## src/rtl/lane_deser_pkg.sv

```systemverilog
package lane_deser_pkg;
  // Strobes from the frame controller to the lane datapath
  typedef struct packed {
    logic clear;    // synchronous clear (reset or source disabled)
    logic shift;    // take one serial bit this cycle
    logic capture;  // last bit of the word: move it into the holding register
  } deserCtl_t;
endpackage

```

## src/rtl/lane_deser_ctrl.sv

```systemverilog
module lane_deser_ctrl
  import lane_deser_pkg::*;
#(
  parameter int N = 8
) (
  input  logic      clk,
  input  logic      rst,
  input  logic      pllEn,
  input  logic      frameEn,
  output deserCtl_t ctl,
  output logic      locked
);
  localparam int CW = $clog2(N);
  localparam logic [CW-1:0] LAST = CW'(N - 1);

  logic [CW-1:0] bitCnt;
  logic          lockQ;
  logic          clearNow;

  assign clearNow = rst | ~pllEn;

  always_ff @(posedge clk) begin
    if (clearNow)            bitCnt <= '0;
    else if (bitCnt == LAST) bitCnt <= '0;
    else                     bitCnt <= bitCnt + 1'b1;
  end

  always_comb begin
    ctl.clear   = clearNow;
    ctl.shift   = ~clearNow;
    ctl.capture = ~clearNow && (bitCnt == LAST);
  end

  always_ff @(posedge clk) begin
    if (clearNow) lockQ <= 1'b0;
    else          lockQ <= lockQ | frameEn;
  end

  assign locked = lockQ | frameEn;

  // the bit counter never leaves 0..N-1
  p_cnt_range_r4: assert property (@(posedge clk) disable iff (rst)
    bitCnt <= LAST);

  // capture strobes are isolated single cycles
  p_strobe_gap_r4: assert property (@(posedge clk) disable iff (rst)
    ctl.capture |=> !ctl.capture);

  // a disabled source forces the unlocked, cleared state
  p_pll_off_r9: assert property (@(posedge clk) disable iff (rst)
    !pllEn |=> (!locked && bitCnt == '0));

  // lock is sticky while the source stays enabled
  p_lock_sticky_r8: assert property (@(posedge clk) disable iff (rst || !pllEn)
    locked |=> locked);

  // lock only rises together with a frame pulse
  p_lock_rise_r8: assert property (@(posedge clk) disable iff (rst)
    $rose(locked) |-> frameEn);
endmodule

```

## src/rtl/lane_deser_dp.sv

```systemverilog
module lane_deser_dp
  import lane_deser_pkg::*;
#(
  parameter int N       = 8,
  parameter int LANES   = 4,
  parameter bit REG_OUT = 1'b1
) (
  input  logic               clk,
  input  logic               rst,
  input  deserCtl_t          ctl,
  input  logic [LANES-1:0]   serIn,
  output logic [N*LANES-1:0] parOut,
  output logic               frameEn
);
  localparam int W = N * LANES;

  logic [W-1:0] holdQ;
  logic         capQ;

  for (genvar k = 0; k < LANES; k++) begin : g_lane
    logic [N-1:0] shReg;
    logic [N-1:0] nextWord;

    // Earliest bit migrates to the MSB as later bits arrive
    assign nextWord = {shReg[N-2:0], serIn[k]};

    always_ff @(posedge clk) begin
      if (ctl.clear)      shReg <= '0;
      else if (ctl.shift) shReg <= nextWord;
    end

    // Lane k owns slice [k*N +: N]
    always_ff @(posedge clk) begin
      if (ctl.clear)        holdQ[k*N +: N] <= '0;
      else if (ctl.capture) holdQ[k*N +: N] <= nextWord;
    end
  end

  always_ff @(posedge clk) begin
    if (ctl.clear) capQ <= 1'b0;
    else           capQ <= ctl.capture;
  end

  if (REG_OUT) begin : g_outreg
    logic [W-1:0] outQ;
    logic         frmQ;
    always_ff @(posedge clk) begin
      if (ctl.clear) begin
        outQ <= '0;
        frmQ <= 1'b0;
      end else begin
        if (capQ) outQ <= holdQ;
        frmQ <= capQ;
      end
    end
    assign parOut  = outQ;
    assign frameEn = frmQ;
  end else begin : g_direct
    assign parOut  = holdQ;
    assign frameEn = capQ;
  end

  // parallel output only moves with a frame pulse
  p_hold_between_r6: assert property (@(posedge clk) disable iff (rst)
    (!frameEn && $past(!ctl.clear)) |-> $stable(parOut));

  // a frame pulse follows a capture by the output latency
  p_frame_after_cap_r10: assert property (@(posedge clk) disable iff (rst || ctl.clear)
    frameEn |-> $past(REG_OUT ? capQ : ctl.capture));
endmodule

```

## src/rtl/lane_deser.sv

```systemverilog
module lane_deser
  import lane_deser_pkg::*;
#(
  parameter int N       = 8,
  parameter int LANES   = 4,
  parameter bit REG_OUT = 1'b1
) (
  input  logic               clk,
  input  logic               rst,
  input  logic               pllEn,
  input  logic [LANES-1:0]   serIn,
  output logic [N*LANES-1:0] parOut,
  output logic               frameEn,
  output logic               locked
);
  deserCtl_t ctl;

  lane_deser_ctrl #(.N(N)) u_ctrl (
    .clk     (clk),
    .rst     (rst),
    .pllEn   (pllEn),
    .frameEn (frameEn),
    .ctl     (ctl),
    .locked  (locked)
  );

  lane_deser_dp #(.N(N), .LANES(LANES), .REG_OUT(REG_OUT)) u_dp (
    .clk     (clk),
    .rst     (rst),
    .ctl     (ctl),
    .serIn   (serIn),
    .parOut  (parOut),
    .frameEn (frameEn)
  );
endmodule

```

## config.mk

```make
export PLATFORM = sky130hd
export DESIGN_NAME = lane_deser
export DESIGN_NICKNAME = d
export VERILOG_FILES = /design/src/rtl/lane_deser_pkg.sv /design/src/rtl/lane_deser_ctrl.sv /design/src/rtl/lane_deser_dp.sv /design/src/rtl/lane_deser.sv
export SDC_FILE = /design/constraint.sdc
export NUM_CORES = 1
export LEC_CHECK = 0
export BUFFER_PORTS_ARGS = -buffer_cell sky130_fd_sc_hd__buf_4
export CAP_MARGIN = 20
export CORE_ASPECT_RATIO = 0.75
export CORE_UTILIZATION = 60
export CTS_CLUSTER_DIAMETER = 80
export DETAILED_ROUTE_END_ITERATION = 8
export GPL_TIMING_DRIVEN = 0
export PLACE_DENSITY = 0.82
export SYNTH_ARGS = -nofsm -noshare
export SYNTH_HDL_FRONTEND = slang
export SYNTH_SLANG_ARGS = --single-unit
```

## constraint.sdc

```tcl
create_clock -name clk -period 2.2 [get_ports clk]
set_clock_uncertainty 0.1 [all_clocks]
set_input_delay 0.33 -clock clk [delete_from_list [all_inputs] [get_ports clk]]
set_output_delay 0.33 -clock clk [all_outputs]
set_load 0.01 [all_outputs]
```

# Yosys cells after proc, flatten, opt, wreduce, memory -nomap -nowiden
# Cells that the tools add are included.
# word_totals
ff_bits,98
in_bits,7
out_inout_bits,34
word_cells,21
# classes
addsub,1
n_eq_ne,1
bitwise_logic,4
n_reduce_logical,2
# ops
cell,n
"adder 3 x 1 -> 3 bit, second input constant",1
"equality test 3 bit, second input constant",1
inverter 1 bit,2
OR 1 bit,2
OR reduction 2 bit,1
logical AND 1 bit,1

# Longest topological paths before layout
# Gate-level depths: netlist (run 1).
# depth
depth_word,4
mapped_depth,6

# Modules after synthesis
# From an unflattened synthesis (run 1), not the netlist that was laid out.
# unflattened
cells_unflattened,317
hier_area_um2,3539.6
# by_module_without_submodules
module,n_inst,cells_per_inst,area_each_um2
lane_deser_dp,1,301,3367.0
lane_deser_ctrl,1,16,172.7

# Least setup slack after synthesis (run 1)
# OpenSTA, ideal clock, no wires.
# synth_timing
kind,register to register
startpoint,reg u_ctrl.bitCnt[0]
endpoint,reg u_dp.holdQ[16]
setup_time_ps,117
arrival_time_ps,1120
setup_slack_ps,862
stages_incl_launch_ff,7
period_less_slack_ps,1338
path_cell_list,dfxtp_1 ha_1 ha_1 buf_6 buf_8 mux2i_1 nor2_1
# synth_between
elab_chain_len,2
# synth_rtl
element,line,rtl
"start, declared",lane_deser_ctrl.sv:16,logic [CW-1:0] bitCnt;
"start signal, assigned",lane_deser_ctrl.sv:25,else bitCnt <= bitCnt + 1'b1;
equality test 3 bit,lane_deser_ctrl.sv:31,ctl.capture = ~clearNow && (bitCnt == LAST);
logical AND 1 bit,lane_deser_ctrl.sv:31,
"end signal, assigned by index",lane_deser_dp.sv:35,else if (ctl.capture) holdQ[k*N +: N] <= nextWord;
"end, declared",lane_deser_dp.sv:17,logic [W-1:0] holdQ;
# No other way between the ends.
# A chain may end at the register's enable or synchronous reset.

# Worst setup path in the final report (run 1)
# layout_timing
startpoint,"reg u_dp.g_outreg.frmQ, in the netlist u_dp.frameEn"
endpoint,out locked
# layout_between
elab_chain_len,1
# layout_rtl
element,line,rtl
"start, declared",lane_deser_dp.sv:46,logic frmQ;
"start signal, assigned",lane_deser_dp.sv:53,frmQ <= capQ;
OR 1 bit,lane_deser_ctrl.sv:39,assign locked = lockQ | frameEn;
"end, declared",lane_deser.sv:14,output logic locked
# No other way between the ends.

==> flow_summary.yaml, run 1 <==
setup_path:
  arrival_ns: 1.12
  cp.required_ns: 1.77
  cp_max_fo: 2
  crit_chain: "or2_2 -> buf_4"
  critical_path_class: "register to output pin"
  cp-start-kind: "register"
  max_stage_delay_ns: 0.32
  slowest_stage: "dfxtp_1"
  endpoint_kind: "output pin"
run_status:
  status: "complete, no violations"
pwr:
  vdd_drop_max_uv: 581.4
  finalPower_mw: 3.176
  p_per_area_nw_per_um2: 805.8
  leakage_nw: 1.487
detailed_routing:
  avgRoutedWirePerCell_um: 13.66
  postRouteAntennaNets: 0
  firstDrtPassIters: 4
  drc_errors: 0
  vias_per_cell: 4.911
  num_vias: 2033
  drt_wl_total_mm: 5.654
  drt_iter0_markers: 75
final_layout:
  drive_above_1_share: 0.3097
  regArea_um2: 1962
  n_antenna_cell: 0
  fin_util: 0.7403
  multiInputGateArea_um2: 1187
  fillerInstances: 382
  area_delta_synth_final_pct: 18.96
  final_nets: 343
  stdcell_area_um2: 3941
timing:
  fin_crit_ns: 1.553
  tns_ns: 0
  worst_slew_pin_slew_ns: 0.5041
  final_hold_viol_count: 0
  setup_viol: 0
  period_share: 0.7058
  clock.fmax_ghz: 0.6440
  rsz0062_at_grt: "no"
  maxSlewHeadroom: 0.6640
  slew_violations: 0
logic_synthesis:
  yosysSeqAreaShare: 0.5921
  syn_area_um2: 3313
  yosysWarnings: 0
  synth_seq_cells: 98
  avgSynthCellArea_um2: 11.71
  netlist_instances: 283
  synth_nets: 292
  yosysUniqueCellTypes: 16
placement:
  globalplace.congestion: 0.6888
  placed_area_um2: 3707
  dpl.hpwl_mm: 3.728
  numPortBuffers: 40
floorplanning:
  die-area_um2: 5826
  die_width_um: 87.81
  row_count: 23
  core-area_um2: 5324
  die_h_um: 66.36
  start_util: 0.6223
  num_io_pins: 41
grt:
  grt_start_max_net_pins: 16
  grt_pass1_wl_mm: 9.204
  grt_usage: 0.2205
  grt-busiest-layer: "met2"
  grt_use_met1: 0.2700
  overflow: 0
  globalRouteMet2Util: 0.3488
  grt_pass1_vias: 1970
  grtUsageMet3: 0.09738
  antenna_found_initial: 0
clock_network:
  post_cts_buffers: 0
  htreeDepth: 3
  cts-hold-fix-buffers: 0
  clock_sinks: 98
  cts_made_buffers: 9
  tritoncts: "yes"
  root_buffer: "clkbuf_8"
  postCtsResizedCells: 0
  path_clk_slew_ns: 0.09
  clkLatencyLatePin_ns: 0.36
  cts_max_path_buffers: 2
run:
  drv_cap: 0
worst_hold_path:
  hp-class: "input pin to register"
-- state kept, by name, summed over array words and instances (netlist names) --
signal and count:
u_ctrl.bitCnt 3, u_ctrl.lockQ 1, u_dp.capQ 1, u_dp.frameEn 1, u_dp.g_lane.shReg 28, u_dp.holdQ 32
u_dp.parOut 32
-- power by group --
part / internal, mW / total (mW) / switching (mW)
Sequential: 1.78 / 1.78 / 0.00274
Combinational: 0.0241 / 0.0603 / 0.0362
Clock: 0.754 / 1.33 / 0.581
-- cell type report --
class / instances / share of cell area
clock buffer: 11 / 0.03333
clock inverter: 5 / 0.02603
multi-input combinational: 167 / 0.3013
buffer: 18 / 0.04159
sequential: 98 / 0.4978
tap: 75 / 0.02381
timing repair buffer: 40 / 0.07619
-- cell usage after synthesis --
cell type | instances | area (µm²)
buf_6 | 8 | 90.09
nor2_1 | 64 | 240.2
buf_8 | 2 | 30.03
ha_1 | 2 | 25.02
mux2i_1 | 64 | 640.6
dfxtp_1 | 98 | 1962
clkbuf_2 | 3 | 15.01
buf_4 | 2 | 15.01
nand2b_4 | 1 | 13.76
or2_2 | 1 | 6.260
and2b_2 | 1 | 8.760
buf_2 | 2 | 10.01
clkbuf_1 | 1 | 3.750
nor3b_1 | 2 | 15.01
nor3_1 | 1 | 5.000
and2_2 | 31 | 232.7
-- path summary, 6_finish.rpt --
path	start	end	slack [ns]	cells after the start
max	u_dp.frameEn	locked	0.65	2
min	serIn[3]	u_dp.g_lane[3].shReg[0]	0.09	2
max reg2reg	u_ctrl.bitCnt[0]	u_dp.holdQ[10]	0.68	6
min reg2reg	u_ctrl.bitCnt[0]	u_ctrl.bitCnt[0]	0.33	1
-- placed cells by master, fill, tap and decap left out, drive strengths merged, types with 2 or more instances in the layout --
cell | Yosys | final
ha | 2 | 2
dfxtp | 98 | 98
clkbuf | 4 | 15
nor3b | 2 | 2
mux2i | 64 | 64
and2 | 31 | 31
bufinv | 0 | 3
nor2 | 64 | 64
buf | 14 | 54
-- worst max-delay path: cells and delay by family, from the launching register on --
kind / cells / cell delay, ns
simple gates: 1 / 0.30
flops: 1 / 0.32
buf+inv: 1 / 0.15
-- through the flow --
stage	instances	hold WS, ns	worst slack (ns)
global placement	398	0.3137	0.7754
floorplan	283	0.3043	0.8624
finish	414	0.09315	0.6472
CTS	414	0.07321	0.6207
global route	414	0.07202	0.5892
detailed placement	398	0.3216	0.7499
-- metal layers --
layer,vias up,wire length (µm)
met4,0,46
met3,4,302
met2,43,2601
li1,1016,-
met5,-,0
met1,970,2705
-- cell families (layout without fill, tap and decap cells) --
| group | after synthesis | in the layout | share of synthesized area |
|---|---|---|---|
| fa+ha+maj | 2 | 2 | 0.007552 |
| mux | 64 | 64 | 0.1934 |
| simple gates | 101 | 101 | 0.1575 |
| flops | 98 | 98 | 0.5921 |
| buf+inv | 18 | 74 | 0.04947 |
(Power assumes the default switching activity.)
==> run 2: changes to the inputs <==
--- a/config.mk
+++ b/config.mk
@@ -5,14 +5,15 @@
 export SDC_FILE = /design/constraint.sdc
 export NUM_CORES = 1
 export LEC_CHECK = 0
+export ABC_AREA = 1
 export BUFFER_PORTS_ARGS = -buffer_cell sky130_fd_sc_hd__buf_4
 export CAP_MARGIN = 20
 export CORE_ASPECT_RATIO = 0.75
-export CORE_UTILIZATION = 60
+export CORE_UTILIZATION = 56
 export CTS_CLUSTER_DIAMETER = 80
 export DETAILED_ROUTE_END_ITERATION = 8
 export GPL_TIMING_DRIVEN = 0
-export PLACE_DENSITY = 0.82
+export PLACE_DENSITY = 0.77
 export SYNTH_ARGS = -nofsm -noshare
 export SYNTH_HDL_FRONTEND = slang
 export SYNTH_SLANG_ARGS = --single-unit
==> constraint.sdc (replaced) <==
create_clock -name clk -period 1.5 [get_ports clk]
set_clock_uncertainty 0.1 [all_clocks]
set_input_delay 0.225 -clock clk [delete_from_list [all_inputs] [get_ports clk]]
set_output_delay 0.225 -clock clk [all_outputs]
set_load 0.01 [all_outputs]
==> flow_summary.yaml, run 2 <==
detailed_routing:
  postRouteAntennaNets: 0
  firstDrtPassIters: 4
  vias_per_cell: 5.255
  drt_wl_total_mm: 7.193
  drt_iter0_markers: 226
  drc_errors: 0
  avgRoutedWirePerCell_um: 13.50
  num_vias: 2801
floorplanning:
  start_util: 0.5825
  row_count: 24
  die_h_um: 69.59
  core-area_um2: 5856
  num_io_pins: 41
  die_width_um: 92.12
  die-area_um2: 6410
final_layout:
  area_delta_synth_final_pct: 18.67
  drive_above_1_share: 0.2088
  regArea_um2: 1962
  stdcell_area_um2: 4048
  n_antenna_cell: 0
  final_common_cell: "dfxtp_1"
  fillerInstances: 479
  multiInputGateArea_um2: 1110
  final_nets: 460
  layout_common_cells: "98 x dfxtp_1, 89 x nand2_1, 64 x nand4_1, 46 x buf_4"
grt:
  antenna_found_initial: 0
  overflow: 0
  grt_usage: 0.2384
  grt_pass1_vias: 2554
  grt_start_max_net_pins: 15
  grt_pass1_wl_mm: 11.72
clock_network:
  path_clk_slew_ns: 0.09
  post_cts_buffers: 0
  tritoncts: "yes"
  clock_sinks: 98
  cts_max_path_buffers: 2
  clkLatencyLatePin_ns: 0.36
  htreeDepth: 3
  root_buffer: "clkbuf_8"
  cts_made_buffers: 9
setup_path:
  critical_path_class: "register to register"
  cp_max_fo: 10
  endpoint_kind: "register"
  reg2reg_slack_ns: 0.08
  cp-start-kind: "register"
  r2r-start: "u_ctrl.bitCnt[0]"
  cp.required_ns: 1.66
  r2r_cells: 6
  arrival_ns: 1.59
  r2r-end: "u_dp.holdQ[13]"
logic_synthesis:
  synth_area_leaders: "dfxtp_1 58%, nand4_1 12%, nand2_1 9.8%"
  netlist_instances: 398
  synth_nets: 407
  synth_top_cell_by_area: "dfxtp_1"
  yosysMostFrequentCell: "dfxtp_1"
  syn_area_um2: 3411
  avgSynthCellArea_um2: 8.570
  synthFlopType: "dfxtp_1"
  synth_edf_count: 0
  synth_top_area_share: 0.5752
  yosysWarnings: 0
  async_flop_share: 0
  yosysSeqAreaShare: 0.5752
  ys_top_cells_by_count: "98 x dfxtp_1, 89 x nand2_1, 64 x nand4_1"
  yosysUniqueCellTypes: 14
  synth_seq_cells: 98
timing:
  setup_viol: 0
  slew_violations: 0
  worst_slew_pin_slew_ns: 0.5002
  final_hold_viol_count: 0
  period_share: 0.9473
  rsz0062_at_grt: "yes"
  maxSlewHeadroom: 0.6665
  tns_ns: 0
  fin_crit_ns: 1.421
  clock.fmax_ghz: 0.7037
run_status:
  status: "complete, no violations"
pwr:
  vdd_drop_max_uv: 577.5
  leakage_nw: 1.674
  p_per_area_nw_per_um2: 1087
placement:
  numPortBuffers: 40
  placed_area_um2: 3809
  dpl.hpwl_mm: 5.101
  globalplace.congestion: 0.8093
run:
  drv_cap: 0
worst_hold_path:
  hold_path_startpoint: "serIn[2]"
  hold_path_end: "u_dp.g_lane[2].shReg[0]"
  worstHoldPathCells: 3
  hp-class: "input pin to register"
[run 2: cell types whose count changed after synthesis, moves of 9 or more]
cell and delta:
nand2_1 +89, mux2i_1 -64, nand4_1 +64, a21oi_1 +33
inv_1 +33, and2_2 -31, nor2_1 -31, buf_2 +20
nand2_2 +9
[run 2: worst max-delay path by stage]
stage / from / cells after the start / to
after global placement: u_ctrl.bitCnt[0] / 7 / u_dp.holdQ[21]
after CTS: u_ctrl.bitCnt[0] / 7 / u_dp.holdQ[26]
after global routing: u_ctrl.bitCnt[0] / 6 / u_dp.holdQ[30]
after detailed placement: u_ctrl.bitCnt[0] / 7 / u_dp.holdQ[20]
final: u_ctrl.bitCnt[0] / 6 / u_dp.holdQ[13]
after floorplan: u_ctrl.bitCnt[0] / 7 / u_dp.holdQ[15]
[run 2: final cells by class]
class                           instances  area share
Clock inverter                          2    0.009274
Multi-Input combinational cell        231      0.2742
Timing Repair Buffer                   42     0.07913
Inverter                               35     0.03369
Clock buffer                           13     0.03679
Buffer                                 34     0.05811
Tap cell                               78     0.02411
Sequential cell                        98      0.4847
[run 2: logic make-up after synthesis]
kind of cell,share of synthesized area
AND/OR/NAND/NOR,0.2696
buffers and inverters,0.09941
flip-flops,0.5752
adder cells (fa/ha/maj),0.007336
AO/OA/AOI/OAI,0.04842
[run 2: where the power goes]
part	internal (mW)	switching, mW
clock network	0.811	0.834
registers	2.61	0.00444
logic	0.0439	0.100
[run 2: metrics by stage]
stage / cells / utilization / setup slack (ns) / hold slack (ns) / power (mW)
global placement: 516 / 0.6504 / 0.03428 / 0.3077 / 2.809
finish: 533 / 0.6912 / 0.07902 / 0.009779 / 4.402
floorplan: 398 / - / 0.1665 / 0.2372 / 2.764
global route: 533 / 0.6912 / -0.002415 / 0.008849 / 4.525
detailed placement: 516 / 0.6504 / -0.01714 / 0.3162 / 2.812
CTS: 533 / 0.6861 / -0.03180 / 0.001135 / 4.411
[run 2: timing repair]
action / CTS / global route
hold endpoints to repair: 2 / 0
resized for setup: 1 / 12
endpoints found under the setup margin: 27 / 30
hold buffers: 2 / 0
[run 2: per-layer routing]
layer	routed length, µm	track usage
met1	3434	0.3199
met2	3251	0.3706
met5	0	0
met4	113	0.07813
met3	394	0.07018
[run 2: critical path: stages (launching register included)]
cell      delay, ns
dfxtp_1        0.32
ha_1           0.19
ha_1           0.18
buf_2          0.16
clkbuf_4       0.19
nand4_1        0.13
nand2_1        0.06
